===== config.mk =====
export PLATFORM = sky130hd
export DESIGN_NAME = int16_to_sp_conv
export DESIGN_NICKNAME = d
export VERILOG_FILES = /design/src/rtl/sp_conv_pkg.sv /design/src/rtl/sp_mag_extract.sv /design/src/rtl/sp_normalizer.sv /design/src/rtl/sp_classifier.sv /design/src/rtl/int16_to_sp_conv.sv
export SDC_FILE = /design/constraint.sdc
export NUM_CORES = 1
export LEC_CHECK = 0
export BUFFER_PORTS_ARGS = -buffer_cell sky130_fd_sc_hd__buf_2
export CAP_MARGIN = 15
export CORE_ASPECT_RATIO = 0.9
export CORE_MARGIN = 1
export CORE_UTILIZATION = 52
export CTS_BUF_LIST = sky130_fd_sc_hd__clkbuf_16
export CTS_CLUSTER_DIAMETER = 150
export DETAILED_ROUTE_END_ITERATION = 6
export HOLD_SLACK_MARGIN = 0.06
export PLACE_DENSITY_LB_ADDON = 0.08
export SLEW_MARGIN = 30
export SYNTH_ARGS = -nofsm -noshare
export SYNTH_HDL_FRONTEND = slang
export SYNTH_SLANG_ARGS = --single-unit

===== constraint.sdc =====
create_clock -name clk -period 2.65 [get_ports clk]
set_clock_uncertainty 0.15 [all_clocks]
set_input_delay 0.265 -clock clk [delete_from_list [all_inputs] [get_ports clk]]
set_output_delay 0.265 -clock clk [all_outputs]
set_load 0.02 [all_outputs]

===== src/rtl/sp_conv_pkg.sv =====
package sp_conv_pkg;

  typedef enum logic [1:0] {
    ST_IDLE = 2'd0,
    ST_NORM = 2'd1,
    ST_DONE = 2'd2
  } conv_state_t;

  typedef struct packed {
    logic zero;
    logic denorm;
    logic inf;
    logic nan;
    logic normal;
  } fp_class_t;

endpackage


===== src/rtl/sp_mag_extract.sv =====
module sp_mag_extract #(
  parameter int IN_W = 16
) (
  input  logic [IN_W-1:0] value,
  input  logic            as_signed,
  output logic [IN_W-1:0] magnitude,
  output logic            negative
);
  // Negation of the most negative value wraps to 2^(IN_W-1), which is its magnitude read as unsigned.
  always_comb begin
    negative  = as_signed & value[IN_W-1];
    magnitude = negative ? (~value + 1'b1) : value;
  end
endmodule


===== src/rtl/sp_normalizer.sv =====
module sp_normalizer
  import sp_conv_pkg::*;
#(
  parameter int IN_W  = 16,
  parameter int EXP_W = 8,
  parameter int MAN_W = 23,
  parameter int BIAS  = 127
) (
  input  logic                       clk,
  input  logic                       rst_n,
  input  logic                       load,
  input  logic [IN_W-1:0]            load_mag,
  input  logic                       load_neg,
  input  logic                       take,
  output logic                       idle,
  output logic                       busy,
  output logic                       valid,
  output logic [EXP_W+MAN_W:0]       word
);
  localparam int WORD_W    = 1 + EXP_W + MAN_W;
  localparam int START_EXP = IN_W - 1 + BIAS;
  localparam int PAD_W     = MAN_W - (IN_W - 1);

  conv_state_t        state_q;
  logic [IN_W-1:0]    work_q;
  logic [EXP_W-1:0]   exp_q;
  logic               neg_q;
  logic [WORD_W-1:0]  word_q;
  logic [MAN_W-1:0]   frac;

  // Place the bits below the leading one at the top of the fraction field.
  generate
    if (PAD_W > 0) begin : g_pad
      assign frac = {work_q[IN_W-2:0], {PAD_W{1'b0}}};
    end else begin : g_exact
      assign frac = work_q[IN_W-2:0];
    end
  endgenerate

  always_ff @(posedge clk or negedge rst_n) begin
    if (!rst_n) begin
      state_q <= ST_IDLE;
      work_q  <= '0;
      exp_q   <= '0;
      neg_q   <= 1'b0;
      word_q  <= '0;
    end else begin
      unique case (state_q)
        ST_IDLE: begin
          if (load) begin
            work_q <= load_mag;
            neg_q  <= load_neg;
            exp_q  <= EXP_W'(START_EXP);
            if (load_mag == '0) begin
              word_q  <= '0;
              state_q <= ST_DONE;
            end else begin
              state_q <= ST_NORM;
            end
          end
        end
        ST_NORM: begin
          if (work_q[IN_W-1]) begin
            word_q  <= {neg_q, exp_q, frac};
            state_q <= ST_DONE;
          end else begin
            work_q <= work_q << 1;
            exp_q  <= exp_q - 1'b1;
          end
        end
        ST_DONE: begin
          if (take) state_q <= ST_IDLE;
        end
        default: state_q <= ST_IDLE;
      endcase
    end
  end

  assign idle  = (state_q == ST_IDLE);
  assign busy  = (state_q == ST_NORM);
  assign valid = (state_q == ST_DONE);
  assign word  = word_q;
endmodule


===== src/rtl/sp_classifier.sv =====
module sp_classifier
  import sp_conv_pkg::*;
#(
  parameter int EXP_W = 8,
  parameter int MAN_W = 23
) (
  input  logic [EXP_W+MAN_W:0] word,
  output fp_class_t            cls
);
  logic [EXP_W-1:0] exp_f;
  logic [MAN_W-1:0] man_f;
  logic             exp_ones, exp_zeros, man_zero;

  always_comb begin
    exp_f     = word[EXP_W+MAN_W-1:MAN_W];
    man_f     = word[MAN_W-1:0];
    exp_ones  = &exp_f;
    exp_zeros = ~|exp_f;
    man_zero  = ~|man_f;
    cls.zero   = exp_zeros & man_zero;
    cls.denorm = exp_zeros & ~man_zero;
    cls.inf    = exp_ones & man_zero;
    cls.nan    = exp_ones & ~man_zero;
    cls.normal = ~exp_zeros & ~exp_ones;
  end

  // Sign bit does not affect the class.
  logic unused_sign;
  assign unused_sign = word[EXP_W+MAN_W];
endmodule


===== src/rtl/int16_to_sp_conv.sv =====
module int16_to_sp_conv
  import sp_conv_pkg::*;
#(
  parameter int IN_W  = 16,
  parameter int EXP_W = 8,
  parameter int MAN_W = 23,
  parameter int BIAS  = 127
) (
  input  logic                   clk,
  input  logic                   rst_n,
  input  logic                   in_valid,
  output logic                   in_ready,
  input  logic                   in_signed,
  input  logic [IN_W-1:0]        in_value,
  output logic                   busy,
  output logic                   out_valid,
  input  logic                   out_ready,
  output logic [EXP_W+MAN_W:0]   out_word,
  input  logic [EXP_W+MAN_W:0]   cls_word,
  output logic                   cls_zero,
  output logic                   cls_denorm,
  output logic                   cls_inf,
  output logic                   cls_nan,
  output logic                   cls_normal
);
  logic [IN_W-1:0] mag;
  logic            neg;
  logic            idle;
  fp_class_t       cls;

  sp_mag_extract #(.IN_W(IN_W)) u_mag (
    .value     (in_value),
    .as_signed (in_signed),
    .magnitude (mag),
    .negative  (neg)
  );

  sp_normalizer #(
    .IN_W(IN_W), .EXP_W(EXP_W), .MAN_W(MAN_W), .BIAS(BIAS)
  ) u_norm (
    .clk      (clk),
    .rst_n    (rst_n),
    .load     (in_valid & idle),
    .load_mag (mag),
    .load_neg (neg),
    .take     (out_ready),
    .idle     (idle),
    .busy     (busy),
    .valid    (out_valid),
    .word     (out_word)
  );

  sp_classifier #(.EXP_W(EXP_W), .MAN_W(MAN_W)) u_cls (
    .word (cls_word),
    .cls  (cls)
  );

  assign in_ready   = idle;
  assign cls_zero   = cls.zero;
  assign cls_denorm = cls.denorm;
  assign cls_inf    = cls.inf;
  assign cls_nan    = cls.nan;
  assign cls_normal = cls.normal;
endmodule


==> reports/results.tsv, run 1 <==
metric	value	unit
initial core utilization	53.8	%
share of cells above drive strength 1	33.1	%
synth warn	0	
Critical Path Slowest Stage Cell	a2111o_1	
hpwl dp	5420	um
CP Cell Sequence	buf_2, inv_1, ha_1, nor2b_1, a41oi_1, xor2_1, a2111o_1, nor3_4, buf_12, o21ai_2	
first-pass GRT wire length	11800	um
CTS tree	done	
Leak	1.69	nW
Max Cap Viol	0	
worst vdd ir	0.678	mV
Synth Register Bits	51	
Root Buffer	clkbuf_16	
vias in the first global route	2544	
Initial DRT Pass Iterations	5	
Synth top area share	41.9	%
P&R area growth vs syn	25.0	%
Setup crit start kind	primary input	
data arrival time of the worst path	2.39	ns
final setup vio count	0	
CTS buffer count	5	
CTS clk-pin slew, worst paths	0.06	ns
ant diodes	0	
Peak Freq	419	MHz
Rows	26	
Die H	74.6	um
Congestion Overflow GR	0	
H-Tree Depth	2	
GRT Total Usage	25.4	%
ys flop type	dfrtp_1	
total power divided by cell area	1060	mW/mm2
clock buffer depth	2	
sequential-to-total area share from yosys stat	41.9	%
syn_area_per_cell	9.31	um2
routed via count	2826	
Slew Limit Fails	0	
WHS	0.105	ns
core area	0.00566	mm2
final count of hold timing violations	0	
DRC violation count after routing	0	
Total Wirelength	7380	um
CP Class	in -> reg	
outcome	finished, final reports clean	
Setup TNS	0	ns
post-route clock period utilization	90.1	%
Clk Latency, worst-skew pair	0.28	ns
top post-synthesis cells by area	dfrtp_1 (42%), a22oi_1 (8.9%), o21ai_2 (5.8%), nand2b_1 (5.3%), xnor2_1 (3.2%)	
Worst Setup End Kind	flip-flop	
WL/cell	15.0	um
Buf+Inv Stages, Crit Path	3	
Post-Syn Instances	327	
Place WS	-0.0888	ns
worst-margin pin slew	0.696	ns
Post-synth EDFFs	0	
CP top delay family	compound AO/OA/AOI/OAI gates	
DRT antenna net count	0	
Crit Path Max Fanout	25	
asr flop ratio synth	100	%
slack of the critical path	0.263	ns
io pins	93	
Hold Crit Class	in -> reg	
normalized max-slew margin	53.5	%
PortBufs	83	
gpl congestion	0.863	
initial antenna violation count	0	
RSZ-0062 raised after global routing	no	
Total Power	0.00404	W
crit-path max cell delay	0.45	ns
Fill cells	480	
Yosys top cell by area	dfrtp_1	
DR vias/cell	5.73	
Critical Path RT	2.65	ns
Cell Area, Synth	0.00305	mm2
First DRT Iteration DRCs	156	
die area	0.00617	mm2
Yosys cell types	49	
largest net degree at the start of global routing	52	
Die Wd	82.7	um
post-layout minimum cycle time	2.39	ns
nets	479	
CTS sink cnt	51	
state kept, by name, indices dropped and copies added (netlist names):
| name | count |
|---|---|
| u_norm.work_q | 16 |
| u_norm.state_q | 2 |
| u_norm.neg_q | 1 |
| u_norm.exp_q | 8 |
| u_norm.word | 24 |
cells in the mapped netlist, types with 2 or more instances:
| library cell | instances |
|---|---|
| dfrtp_1 | 51 |
| a22oi_1 | 36 |
| nand2b_1 | 26 |
| nand2_1 | 20 |
| o21ai_2 | 20 |
| nor2_1 | 19 |
| o21ai_0 | 17 |
| clkbuf_1 | 15 |
| xnor2_1 | 11 |
| nor4_1 | 10 |
| nor3_1 | 9 |
| buf_4 | 8 |
| inv_1 | 8 |
| a21oi_1 | 7 |
| a31oi_1 | 5 |
| nand4_1 | 5 |
| o21ai_1 | 5 |
| xor2_1 | 5 |
| a41oi_1 | 4 |
| nor2b_1 | 4 |
| and2_1 | 3 |
| ha_1 | 3 |
| nor3b_1 | 3 |
| or4_1 | 3 |
| and3_1 | 2 |
| buf_2 | 2 |
| buf_6 | 2 |
| o2111ai_1 | 2 |
| or2_2 | 2 |
where the power goes:
part	switching, W	internal (W)	total (W)
sequential	0.000291	0.00113	0.00142
combinational	0.00112	0.000805	0.00192
clock	0.000261	0.000437	0.000697
total	0.00167	0.00237	0.00404
stage by stage:
| stage | std cells | instance area [um2] | util (%) |
|---|---|---|---|
| detailed placement | 485 | 3630 | 64.1 |
| global route | 493 | 3810 | 67.2 |
| global placement | 485 | 3630 | 64.1 |
| CTS | 493 | 3800 | 67.1 |
| floorplan | 334 | 3070 | - |
| finish | 493 | 3810 | 67.2 |
placed cells by master (no fill, tap or decap), types with 5 or more instances in the layout:
cell,count
a21oi_1,7
a22oi_1,36
a31oi_1,5
buf_2,83
buf_4,24
clkbuf_16,5
conb_1,8
dfrtp_1,51
inv_1,9
nand2_1,20
nand2b_1,26
nand4_1,5
nor2_1,19
nor3_1,9
nor4_1,10
o21ai_0,17
o21ai_1,5
o21ai_2,20
xnor2_1,11
xor2_1,5
final cells by class:
type	count	area (um2)	share of cell area [%]
multi-input cells	248	1630	42.8
flip-flops and latches	51	1280	33.5
repair buffers	109	626	16.4
clock buffers	5	125	3.29
well taps	70	87.6	2.30
clock inverters	2	33.8	0.888
inverters	8	30.0	0.789
worst min-delay path: stages:
cell and delay [ns]:
buf_2 0.10, inv_1 0.04, a211o_1 0.10
routing by layer:
| metal | GRT usage [%] | vias up | routed length (um) |
|---|---|---|---|
| met1 | 33.1 | 1350 | 3420 |
| met5 | 0 | - | 0 |
| met3 | 4.17 | 6 | 307 |
| li1 | - | 1383 | - |
| met4 | 6.13 | 0 | 42 |
| met2 | 44.2 | 87 | 3610 |
final timing paths:
path	start	cells after the start	slack [ns]	endpoint
worst max-delay path	in_value[0]	10	0.26	u_norm.state_q[0]$_DFFE_PN0P_
max in group asynchronous	rst_n	3	1.43	u_norm.exp_q[6]$_DFFE_PN0P_
worst min register to register	u_norm.neg_q$_DFFE_PN0P_	2	0.34	u_norm.neg_q$_DFFE_PN0P_
worst min-delay path	out_ready	3	0.11	u_norm.state_q[1]$_DFFE_PN0P_
worst max register to register	u_norm.state_q[1]$_DFFE_PN0P_	7	0.47	u_norm.exp_q[6]$_DFFE_PN0P_
min in group asynchronous	rst_n	3	0.48	u_norm.word[11]$_DFFE_PN0P_
what timing repair did:
action,4_1_cts,5_1_grt
hold buffers,1,0
endpoints found under the setup margin,0,4
setup buffers,0,0
endpoints found under the hold margin,51,0
resized for setup,0,1
logic make-up after synthesis:
group,share of synthesized area [%]
flops,41.9
fa+ha+maj,1.23
compound gates,25.1
simple gates,20.9
buf+inv,5.88
mux,0.329
xor+xnor,4.60
other cells,0.123
Note: power is estimated with default switching activity, not from simulation.
==> run 2: changes to the inputs <==
--- a/config.mk
+++ b/config.mk
@@ -7,7 +7,6 @@
 export LEC_CHECK = 0
 export BUFFER_PORTS_ARGS = -buffer_cell sky130_fd_sc_hd__buf_2
 export CAP_MARGIN = 15
-export CORE_ASPECT_RATIO = 0.9
 export CORE_MARGIN = 1
 export CORE_UTILIZATION = 52
 export CTS_BUF_LIST = sky130_fd_sc_hd__clkbuf_16
==> run 2 against run 1 <==
Register-to-register slack worse by 0.20 ns. Non-clock buffer count stayed put. Cell area down 0.59%. Sequential power is essentially flat. Routed wire length shrank 0.23%. Hold slack better by 0.011 ns. Sequential share of layout area rose by 0.20 points. Cell count grew 0.61%. Combinational power is essentially flat. Global-route usage is 0.051 points higher. Largest power group unchanged.
==> reports/results.tsv, run 2 (synthesized netlist as in run 1, its figures left out) <==
metric	value	unit	change
switching pwr	0.00168	W	+0.46%
cell area after layout	0.00378	mm2	-0.59%
CTS tree	done		
Critical Path RT	2.68	ns	+0.03 ns
core area	0.00557	mm2	-1.5%
vias in the first global route	2647		+4.0%
commonest non-fill, non-tap cell in the layout	buf_2		
hpwl dp	5480	um	+1.1%
post-CTS sizing	0		unchanged
H-Tree Depth	2		unchanged
Die H	78.5	um	+5.3%
total power divided by cell area	1050	mW/mm2	-1.6%
ant diodes	0		unchanged
worst-margin pin slew	0.669	ns	-0.0270 ns
CTS buffer count	5		unchanged
normalized max-slew margin	55.3	%	+1.8 points
sequential power share	36.1	%	+0.9 points
Setup Fix Bufs, Post-CTS	0		unchanged
Total Wirelength	7370	um	-0.23%
gpl congestion	0.926		+7.3%
CP Class	reg -> reg		
Setup crit start kind	flip-flop		
Fill cells	474		-1.3%
data arrival time of the worst path	2.42	ns	+0.03 ns
Root Buffer	clkbuf_16		
DRC violation count after routing	0		unchanged
non-filler cells, final	496		+0.61%
Initial DRT Pass Iterations	5		unchanged
worst vdd ir	0.463	mV	-32%
switch share	42.4	%	+1.1 points
nets	479		unchanged
Die Wd	78.5	um	-5.0%
first-pass GRT wire length	12400	um	+4.7%
hold_buf cts	1		unchanged
post-layout minimum cycle time	2.38	ns	-0.00461 ns
Peak Freq	420	MHz	+0.19%
Worst Setup End Kind	flip-flop		
Clk Latency, worst-skew pair	0.29	ns	about the same
outcome	finished, final reports clean		
die area	0.00617	mm2	about the same
Multi-input gate area	0.00162	mm2	-0.38%
Inst Count DP	487		+0.41%
Crit Path Max Fanout	11		-56%
clock buffer depth	2		unchanged
PortBufs	83		unchanged
post-route clock period utilization	89.9	%	-0.17 points
Congestion Overflow GR	0		unchanged
final count of hold timing violations	0		unchanged
largest net degree at the start of global routing	26		-50%
Leak	1.67	nW	-1.1%
initial core utilization	54.6	%	+0.83 points
routed via count	2877		+1.8%
most frequent cells in the layout	buf_2 (83), dfrtp_1 (51), a22oi_1 (36)		
DR vias/cell	5.80		+1.2%
power share of the clock group	15.6	%	-1.6 points
Slew Limit Fails	0		unchanged
Max Cap Viol	0		unchanged
P&R area growth vs syn	24.2	%	
Hold Crit Class	in -> reg		
final setup vio count	0		unchanged
io pins	93		unchanged
share of cells above drive strength 1	32.8	%	-0.31 points
combinational fraction of design power	48.2	%	+0.6 points
GRT Total Usage	25.5	%	+0.051 points
initial antenna violation count	0		unchanged
DRT antenna net count	0		unchanged
WL/cell	14.9	um	-0.83%
CTS sink cnt	51		unchanged
Rows	27		+3.8%
P_int	0.00228	W	-4.0%
Setup TNS	0	ns	unchanged
First DRT Iteration DRCs	207		+33%
RSZ-0062 raised after global routing	no		
CTS clk-pin slew, worst paths	0.07	ns	about the same
DP Area	0.00363	mm2	about the same
WHS	0.116	ns	+0.0109 ns
max reg flops	24		unchanged
register area	0.00128	mm2	unchanged
run 2: power groups by stage:
| stage | clock [W] | combinational [W] | sequential (W) |
|---|---|---|---|
| after floorplan | 0 | 0.00119 | 0.00156 |
| after global placement | 0 | 0.00186 | 0.00142 |
| after detailed placement | 0 | 0.00191 | 0.00144 |
| after CTS | 0.000626 | 0.00192 | 0.00143 |
| after global routing | 0.000666 | 0.00212 | 0.00148 |
| final | 0.000619 | 0.00191 | 0.00143 |
run 2: final cells by class:
class / count / area share [%]
multi-input cells: 248 / 42.9
flip-flops and latches: 51 / 33.7
repair buffers: 109 / 16.5
clock buffers: 5 / 3.31
well taps: 72 / 2.38
inverters: 8 / 0.794
clock inverters: 3 / 0.397
run 2: per-layer routing:
metal / global-route usage [%] / vias up / wire length [um]
met4: 7.59 / 0 / 87
met1: 33.5 / 1382 / 3330
met3: 3.72 / 6 / 358
li1: - / 1382 / -
met2: 43.2 / 107 / 3590
met5: 0 / - / 0
run 2: critical path: stages (launching register included):
cell and delay (ns):
dfrtp_1 0.54, nor3b_1 0.44, buf_4 0.26, nand2_1 0.08
or2_2 0.30, nor4_1 0.28, xnor2_1 0.17, nor2_1 0.06
run 2: worst paths after layout:
kind | slack (ns) | depth (start not counted) | from | to
worst max-delay path | 0.27 | 7 | u_norm.state_q[0]$_DFFE_PN0P_ | u_norm.exp_q[6]$_DFFE_PN0P_
worst min-delay path | 0.12 | 3 | out_ready | u_norm.state_q[1]$_DFFE_PN0P_
worst max register to register | 0.27 | 7 | u_norm.state_q[0]$_DFFE_PN0P_ | u_norm.exp_q[6]$_DFFE_PN0P_
worst min register to register | 0.34 | 2 | u_norm.neg_q$_DFFE_PN0P_ | u_norm.neg_q$_DFFE_PN0P_
max in group asynchronous | 1.42 | 3 | rst_n | u_norm.word[17]$_DFFE_PN0P_
min in group asynchronous | 0.30 | 2 | rst_n | u_norm.word[9]$_DFFE_PN0P_
run 2: through the flow:
stage | worst slack (ns) | utilization (%) | total power (W)
6_report | 0.267 | 67.9 | 0.00396
4_1_cts | 0.284 | 67.9 | 0.00398
5_1_grt | 0.0919 | 67.9 | 0.00427
3_3_place_gp | -0.00446 | 65.2 | 0.00328
3_5_place_dp | -0.00798 | 65.2 | 0.00335
2_1_floorplan | 0.203 | - | 0.00275
